## src/rtl/dfifo_pkg.sv

```systemverilog
package dfifo_pkg;

    localparam int ST_EMPTY_BIT = 6;
    localparam int ST_FULL_BIT  = 7;
    localparam int ST_AFULL_BIT = 10;
    localparam int RQ_RX_BIT    = 5;
    localparam int RQ_TX_BIT    = 6;

    typedef enum logic {
        DIR_RX = 1'b0,
        DIR_TX = 1'b1
    } dir_e;

    typedef struct packed {
        logic push;
        logic pop;
    } xfer_t;

    function automatic logic [15:0] make_status(input logic e, input logic f, input logic af);
        logic [15:0] s;
        s = '0;
        s[ST_EMPTY_BIT] = e;
        s[ST_FULL_BIT]  = f;
        s[ST_AFULL_BIT] = af;
        return s;
    endfunction

    function automatic logic [7:0] make_req(input logic rx, input logic tx);
        logic [7:0] r;
        r = '0;
        r[RQ_RX_BIT] = rx;
        r[RQ_TX_BIT] = tx;
        return r;
    endfunction

endpackage

```

## src/rtl/dfifo_steer.sv

```systemverilog
module dfifo_steer
    import dfifo_pkg::*;
#(
    parameter int WIDTH = 32
) (
    input  dir_e             dir,
    input  logic             line_push,
    input  logic [WIDTH-1:0] line_wdata,
    input  logic             line_pop,
    input  logic             bus_push,
    input  logic [WIDTH-1:0] bus_wdata,
    input  logic             bus_pop,
    input  logic [WIDTH-1:0] head,
    input  logic             empty,
    output xfer_t            xr,
    output logic [WIDTH-1:0] wdata,
    output logic [WIDTH-1:0] line_rdata,
    output logic [WIDTH-1:0] bus_rdata
);
    logic [WIDTH-1:0] shown;

    assign shown = empty ? '0 : head;

    always_comb begin
        if (dir == DIR_TX) begin
            xr.push    = bus_push;
            xr.pop     = line_pop;
            wdata      = bus_wdata;
            line_rdata = shown;
            bus_rdata  = '0;
        end else begin
            xr.push    = line_push;
            xr.pop     = bus_pop;
            wdata      = line_wdata;
            line_rdata = '0;
            bus_rdata  = shown;
        end
    end
endmodule

```

## src/rtl/dfifo_level.sv

```systemverilog
module dfifo_level #(
    parameter int DEPTH  = 16,
    parameter int THRESH = 8
) (
    input  logic clk,
    input  logic rst,
    input  logic flush,
    input  logic push_req,
    input  logic pop_req,
    output logic push_acc,
    output logic pop_acc,
    output logic empty,
    output logic full,
    output logic afull,
    output logic at_thresh,
    output logic ovf,
    output logic udf
);
    localparam int CW = $clog2(DEPTH) + 1;
    localparam logic [CW-1:0] FULL_LVL  = CW'(DEPTH);
    localparam logic [CW-1:0] AFULL_LVL = CW'(DEPTH - 1);
    localparam logic [CW-1:0] TH_LVL    = CW'(THRESH);

    logic [CW-1:0] count_q;

    assign empty     = (count_q == '0);
    assign full      = (count_q == FULL_LVL);
    assign afull     = (count_q >= AFULL_LVL);
    assign at_thresh = (count_q >= TH_LVL);
    assign push_acc  = push_req && !full;
    assign pop_acc   = pop_req && !empty;

    always_ff @(posedge clk) begin
        if (rst || flush) begin
            count_q <= '0;
            ovf     <= 1'b0;
            udf     <= 1'b0;
        end else begin
            case ({push_acc, pop_acc})
                2'b10:   count_q <= count_q + 1'b1;
                2'b01:   count_q <= count_q - 1'b1;
                default: count_q <= count_q;
            endcase
            if (push_req && full)
                ovf <= 1'b1;
            if (pop_req && empty)
                udf <= 1'b1;
        end
    end
endmodule

```

## src/rtl/dfifo_store.sv

```systemverilog
module dfifo_store #(
    parameter int WIDTH = 32,
    parameter int DEPTH = 16
) (
    input  logic             clk,
    input  logic             rst,
    input  logic             flush,
    input  logic             wr_en,
    input  logic [WIDTH-1:0] wr_data,
    input  logic             rd_en,
    output logic [WIDTH-1:0] head
);
    localparam int AW = $clog2(DEPTH);

    logic [AW-1:0] wr_ptr, rd_ptr;
    logic [DEPTH-1:0][WIDTH-1:0] slots;

    for (genvar i = 0; i < DEPTH; i++) begin : g_slot
        logic [WIDTH-1:0] slot_q;
        always_ff @(posedge clk) begin
            if (wr_en && wr_ptr == AW'(i))
                slot_q <= wr_data;
        end
        assign slots[i] = slot_q;
    end

    always_ff @(posedge clk) begin
        if (rst || flush) begin
            wr_ptr <= '0;
            rd_ptr <= '0;
        end else begin
            if (wr_en)
                wr_ptr <= wr_ptr + 1'b1;
            if (rd_en)
                rd_ptr <= rd_ptr + 1'b1;
        end
    end

    assign head = slots[rd_ptr];
endmodule

```

## src/rtl/sdx_data_fifo.sv

```systemverilog
module sdx_data_fifo
    import dfifo_pkg::*;
#(
    parameter int WIDTH  = 32,
    parameter int DEPTH  = 16,
    parameter int THRESH = 8
) (
    input  logic             clk,
    input  logic             rst,
    input  logic             flush,
    input  logic             dir_tx,
    input  logic             line_push,
    input  logic [WIDTH-1:0] line_wdata,
    input  logic             line_pop,
    output logic [WIDTH-1:0] line_rdata,
    input  logic             bus_push,
    input  logic [WIDTH-1:0] bus_wdata,
    input  logic             bus_pop,
    output logic [WIDTH-1:0] bus_rdata,
    output logic [15:0]      status_word,
    output logic [7:0]       req_word,
    output logic             ovf_sticky,
    output logic             udf_sticky
);
    dir_e             dir;
    xfer_t            xr;
    logic [WIDTH-1:0] wdata, head;
    logic             push_acc, pop_acc, empty, full, afull, at_thresh;

    assign dir = dir_e'(dir_tx);

    dfifo_steer #(.WIDTH(WIDTH)) u_steer (
        .dir        (dir),
        .line_push  (line_push),
        .line_wdata (line_wdata),
        .line_pop   (line_pop),
        .bus_push   (bus_push),
        .bus_wdata  (bus_wdata),
        .bus_pop    (bus_pop),
        .head       (head),
        .empty      (empty),
        .xr         (xr),
        .wdata      (wdata),
        .line_rdata (line_rdata),
        .bus_rdata  (bus_rdata)
    );

    dfifo_level #(.DEPTH(DEPTH), .THRESH(THRESH)) u_level (
        .clk       (clk),
        .rst       (rst),
        .flush     (flush),
        .push_req  (xr.push),
        .pop_req   (xr.pop),
        .push_acc  (push_acc),
        .pop_acc   (pop_acc),
        .empty     (empty),
        .full      (full),
        .afull     (afull),
        .at_thresh (at_thresh),
        .ovf       (ovf_sticky),
        .udf       (udf_sticky)
    );

    dfifo_store #(.WIDTH(WIDTH), .DEPTH(DEPTH)) u_store (
        .clk     (clk),
        .rst     (rst),
        .flush   (flush),
        .wr_en   (push_acc),
        .wr_data (wdata),
        .rd_en   (pop_acc),
        .head    (head)
    );

    assign status_word = make_status(empty, full, afull);
    assign req_word    = make_req(at_thresh && dir == DIR_RX,
                                  !at_thresh && dir == DIR_TX);
endmodule

```

## config.mk

```make
export PLATFORM = sky130hd
export DESIGN_NAME = sdx_data_fifo
export DESIGN_NICKNAME = d
export VERILOG_FILES = /design/src/rtl/dfifo_pkg.sv /design/src/rtl/dfifo_steer.sv /design/src/rtl/dfifo_level.sv /design/src/rtl/dfifo_store.sv /design/src/rtl/sdx_data_fifo.sv
export SDC_FILE = /design/constraint.sdc
export NUM_CORES = 1
export LEC_CHECK = 0
export ABC_AREA = 1
export BUFFER_PORTS_ARGS = -buffer_cell sky130_fd_sc_hd__buf_4
export CORE_MARGIN = 10
export CORE_UTILIZATION = 40
export CTS_CLUSTER_DIAMETER = 40
export DETAILED_ROUTE_END_ITERATION = 8
export GPL_ROUTABILITY_DRIVEN = 0
export SKIP_CTS_REPAIR_TIMING = 1
export SKIP_LAST_GASP = 1
export SYNTH_ARGS = -nofsm -noshare
export SYNTH_HDL_FRONTEND = slang
export SYNTH_SLANG_ARGS = --single-unit
```

## constraint.sdc

```tcl
create_clock -name clk -period 2.8 [get_ports clk]
set_input_delay 0 -clock clk [delete_from_list [all_inputs] [get_ports clk]]
set_output_delay 0 -clock clk [all_outputs]
set_load 0.005 [all_outputs]
```

==> Yosys cells after proc, flatten, opt, wreduce, memory -nomap -nowiden <==
Cells that the tools add are included.
{ "totals": {"register_bits": 527, "word_cells": 84, "inputBits": 72} }
{ "op_classes": {"n_reduce_logical": 29, "n_eq_ne": 18, "order_cmp": 3, "n_addsub": 4, "bitwise_logic": 1, "muxes": 8} }
{ "ops": {"columns": ["op", "n"], "rows": [
  ["$mux 32", 5],
  ["$bmux 32 s4", 1],
  ["$eq 4x4->1 const B", 8],
  ["$logic_and 1x1->1", 22],
  ["$eq 4x3->1 const B", 4],
  ["$ge 5x4->1 const B", 2],
  ["$pmux 5 s2", 1],
  ["$add 4x1->4 const B", 2],
  ["$eq 4x2->1 const B", 2],
  ["$add 5x1->5 const B", 1],
  ["$eq 5x5->1 const B", 1],
  ["$logic_not 5->1", 1],
  ["$lt 4x5->1 const B", 1],
  ["$sub 5x1->5 const B", 1],
  ["$eq 4x1->1 const B", 1],
  ["$logic_not 4->1", 1],
  ["$logic_not 1->1", 3],
  ["$eq 2x1->1 const B", 1],
  ["$eq 2x2->1 const B", 1],
  ["$mux 2", 1],
  ["$reduce_bool 2->1", 1],
  ["$logic_or 1x1->1", 1],
  ["$not 1->1", 1]
]} }

==> Logic depth before layout (Yosys ltp) <==
{ "depth": {"depth_word": 5, "ltp_mapped": 14, "mapped_depth_nobuf": 14} }

==> Hierarchy <==
A second synthesis with hierarchy kept.
{ "unflattened": {"hier_cells": 2448, "area_unflattened_um2": 23945.5} }
{ "by_module_without_submodules": {"columns": ["module", "n_inst", "seq_area_each_um2", "area_per_inst_um2", "cells_each"], "rows": [
  ["dfifo_store", 1, 15534.9, 22440.3, 2132],
  ["dfifo_steer", 1, 0.0, 840.8, 217],
  ["dfifo_level", 1, 140.1, 480.5, 72],
  ["sdx_data_fifo", 1, 0.0, 183.9, 27]
]} }

==> Least setup slack after synthesis <==
Ideal clock, no wire load.
{ "synth_path": {"path_type": "reg-to-reg", "startpoint": "register u_level.count_q[1]", "endpoint": "register u_store.g_slot[11].slot_q[0], enable pin", "slack_ns": 0.069, "path_stages_with_launch": 7, "t_required_ns": 2.379, "setup_ns": 0.421, "path_buffers": 0, "t_arrival_ns": 2.310, "cell_sequence": "dfxtp_1 > inv_1 > nand4_1 > nand2_1 > inv_1 > nand2_1 > nor2_1"} }
{ "synth_via": {"elab_chain_cells": 4} }
{ "synth_lines": {"columns": ["element", "line_no", "rtl"], "rows": [
  ["start, declared", "dfifo_level.sv:24", "logic [CW-1:0] count_q;"],
  ["start signal, assigned", "dfifo_level.sv:40", "2'b10: count_q <= count_q + 1'b1;"],
  ["start signal, assigned", "dfifo_level.sv:41", "2'b01: count_q <= count_q - 1'b1;"],
  ["start signal, assigned", "dfifo_level.sv:42", "default: count_q <= count_q;"],
  ["$eq 5x5->1", "dfifo_level.sv:27", "assign full = (count_q == FULL_LVL);"],
  ["$logic_not 1->1", "dfifo_level.sv:30", "assign push_acc = push_req && !full;"],
  ["$logic_and 1x1->1", "dfifo_level.sv:30", null],
  ["$logic_and 1x1->1", "dfifo_store.sv:21", "if (wr_en && wr_ptr == AW'(i))"],
  ["end signal, assigned", "dfifo_store.sv:22", "slot_q <= wr_data;"],
  ["end, declared", "dfifo_store.sv:19", "logic [WIDTH-1:0] slot_q;"]
]} }
Every way passes these cells.
A chain may end at the register's enable or synchronous reset.

==> Worst setup path in the final report <==
{ "layout_path": {"startpoint": "register u_store.rd_ptr[0]", "endpoint": "output port line_rdata[5]"} }
{ "layout_via": {"elab_chain_cells": 4} }
{ "layout_lines": {"columns": ["element", "line_no", "rtl"], "rows": [
  ["start, declared", "dfifo_store.sv:15", "logic [AW-1:0] wr_ptr, rd_ptr;"],
  ["start signal, assigned", "dfifo_store.sv:35", "rd_ptr <= rd_ptr + 1'b1;"],
  ["$bmux 32 s4", "dfifo_store.sv:39", "assign head = slots[rd_ptr];"],
  ["$mux 32 (implied by the code)", "dfifo_store.sv:39", null],
  ["$mux 32", "dfifo_steer.sv:22", "assign shown = empty ? '0 : head;"],
  ["$mux 32", "dfifo_steer.sv:25", "if (dir == DIR_TX) begin"],
  ["end, declared", "sdx_data_fifo.sv:15", "output logic [WIDTH-1:0] line_rdata,"]
]} }
Every way passes these cells. The select of a mux whose other input is x is not followed.

==> flow_summary.ini <==
[drt]
totalWireLength_mm = 58.96
vias = 15460
dr.pass1.iters = 7
via_per_inst = 5.118
drt_iter0_markers = 1247
routedWlPerCell_um = 19.52
drtAntennaViolNets = 0
drc_errors = 0

[grt]
grt_usage = 0.1727
grt_pass1_wl_mm = 89.76
antenna_found_initial = 0
grt_max_degree = 130
grt_pass1_vias = 15290
grt_overflow = 0

[yosys]
synthMuxAreaShare = 0
synth_compound_area_frac = 0.006197
synth_xor_area_frac = 0.001563
synth-simple-area-share = 0.2427
yosys.cell_types.count = 24
yosysTopAreaCellShare = 0.6861
synth-seq-cells = 527
synth_area_mm2 = 0.02241
syn_avg_cell_area_um2 = 10.91
syn_inst = 2055
ys_seq_area_frac = 0.6995
synth_top_area_cell = edfxtp_1
synth_top_family_by_area = simple AND/OR/NAND/NOR gates
synth_area_leaders = edfxtp_1 69%, nand2_1 14%, nand3_1 8.8%, buf_4 1.6%, nor2_1 1.5%
synth_fa_ha_area_frac = 0.005025
yosysWarnings = 0

[power]
vdd_drop_max_mv = 0.4421
finalPower_mw = 20.97
cellLeakagePower_nw = 10.45
power_density_mw_per_mm2 = 772.6

[cts]
htreeDepth = 3
clk_pin_slew_worst_paths_ps = 60
clock_tree.root_cell = clkbuf_16
cts_tree = built
clkSinkCount = 527
clk_path_buf_depth = 3
cts_buffers = 76
insertion_delay_ps = 610

[placed_design]
dp.cells = 2869
dp_slack_ps = 518.7
place_hpwl_mm = 32.64
portBuffers = 142

[cells_and_area]
final_common_cell = nand2_1
area_delta_synth_final_pct = 21.12
final_cell_count_no_fill = 3021
diodes = 0
nets = 2292
final_cell_mix = 830 x nand2_1, 512 x edfxtp_1, 392 x nand3_1
final_layout_size_suffix_gt1_frac = 0.1522

[floorplanning]
rows = 86
start_util = 0.4052
die-area_mm2 = 0.06589
core_area_mm2 = 0.05531
pin_count = 162
die_h_um = 256.7
dieWidth_um = 256.7

[worst_setup_path]
crit_path_top_delay_cell = dfxtp_4
cp_max_fo = 89
worst_setup_path_end_kind = output pin
r2r-start = u_level.count_q[0]
startpoint_type = flop
cp_common_cell = nand2_1
cp.required_ps = 2800
arrival_ps = 2600
rr_worst_depth = 12
r2r-end = u_level.count_q[4]
path_class = flop to output pin
slowest_delay_ps = 560
path_cells = buf_12 > nand2_1 > nand3_1 > nand3_1 > nand2_1 > nand2_1 > nand2_1 > nand2_1 > nor2_1 > buf_4
r2r_slack_ps = 440

[timing]
setup_slack_ps = 199.7
period_needed_ps = 2600
hold_viol = 0
slew_headroom = 0.4941
fmax_mhz = 384.6
fin_crit_sh = 0.9287
fin_skew_ps = 17.28
fin_tns_setup_ps = 0
drv_slew = 0
setup_viol = 0
worst_slew_pin_slew_ps = 758.8
rsz0062_at_grt = no

[hold_path]
holdPathStages = 5
holdCritPathClass = primary input to flop
hold_start = bus_push
whs_endpoint = u_store.wr_ptr[0]

[run]
max_cap_viol_count = 0

[run_status]
outcome = finished, final reports clean
[layout make-up]
type	count	area, µm²
Fill cell	4873	28170
Clock buffer	84	1953
Multi-Input combinational cell	1374	5917
Tap cell	748	935.9
Sequential cell	527	15690
Timing Repair Buffer	206	1779
Clock inverter	56	762.0
Inverter	26	110.1
[registers in the layout, summed over array words and instances (netlist names)]
| name | count |
|---|---|
| u_store.g_slot.slot_q | 512 |
| u_level.count_q | 5 |
| u_store.rd_ptr | 4 |
| u_store.wr_ptr | 4 |
| u_level.ovf | 1 |
| u_level.udf | 1 |
[layer usage]
layer / part of all wire / global-route usage
met1: 0.42 / 0.2190
met2: 0.50 / 0.2947
met3: 0.059 / 0.03035
met4: 0.023 / 0.05653
met5: 0 / 0
[cell usage after synthesis]
master      n
dfxtp_1    15
buf_6      15
o21ai_0     9
clkinv_1    1
inv_1      24
inv_6       1
nor3_1      3
nor2_1     89
edfxtp_1  512
a21o_1      1
o41ai_1     1
nand3_1   392
buf_8       1
nand2_1   830
o21bai_1    1
nand4_1     2
conb_1      1
xor2_1      4
buf_4      48
clkbuf_1   35
buf_2      41
a21oi_1    14
ha_1        9
buf_1       6
[report_power, final]
group / switching (mW) / internal (mW) / leakage (nW) / total (mW)
logic: 1.37 / 0.702 / 4.37 / 2.07
clock network: 3.68 / 6.34 / 1.31 / 10.0
registers: 0.0459 / 8.83 / 4.77 / 8.88
total: 5.10 / 15.9 / 10.5 / 21.0
[metrics by stage]
stage | utilization | instance area (µm²) | hold WS, ps
after CTS | 0.4880 | 26990 | -244.6
after global routing | 0.4907 | 27140 | 27.89
after detailed placement | 0.4389 | 24270 | 387.3
after global placement | 0.4389 | 24270 | 384.5
after floorplan | - | 22480 | 222.8
final | 0.4907 | 27140 | 9.807
[how the worst max path moves through the flow]
stage                       start                           end  slack, ps  depth (start not counted)
3_5_place_dp   u_level.count_q[0]            u_level.count_q[4]        520                         12
5_1_grt         u_store.rd_ptr[0]                 bus_rdata[27]          7                         11
3_3_place_gp   u_level.count_q[0]            u_level.count_q[4]        570                         12
4_1_cts         u_store.rd_ptr[0]                 line_rdata[3]         30                         11
2_1_floorplan  u_level.count_q[1]  u_store.g_slot[11].slot_q[0]         70                          6
6_report        u_store.rd_ptr[0]                 line_rdata[5]        200                         10
[kinds of logic (layout without fill, tap and decap cells)]
logic type	count (synthesis)	count (layout)
AO/OA/AOI/OAI	26	26
buffers and inverters	172	372
AND/OR/NAND/NOR	1316	1316
XOR/XNOR	4	4
flip-flops	527	527
other	1	19
adder cells (fa/ha/maj)	9	9
[critical path, delay by kind of cell, from the launching register on]
kind | cells | cell delay, ps
buffers and inverters | 2 | 510
DFF | 1 | 560
and+or+nand+nor | 8 | 840
(Power assumes the default switching activity.)
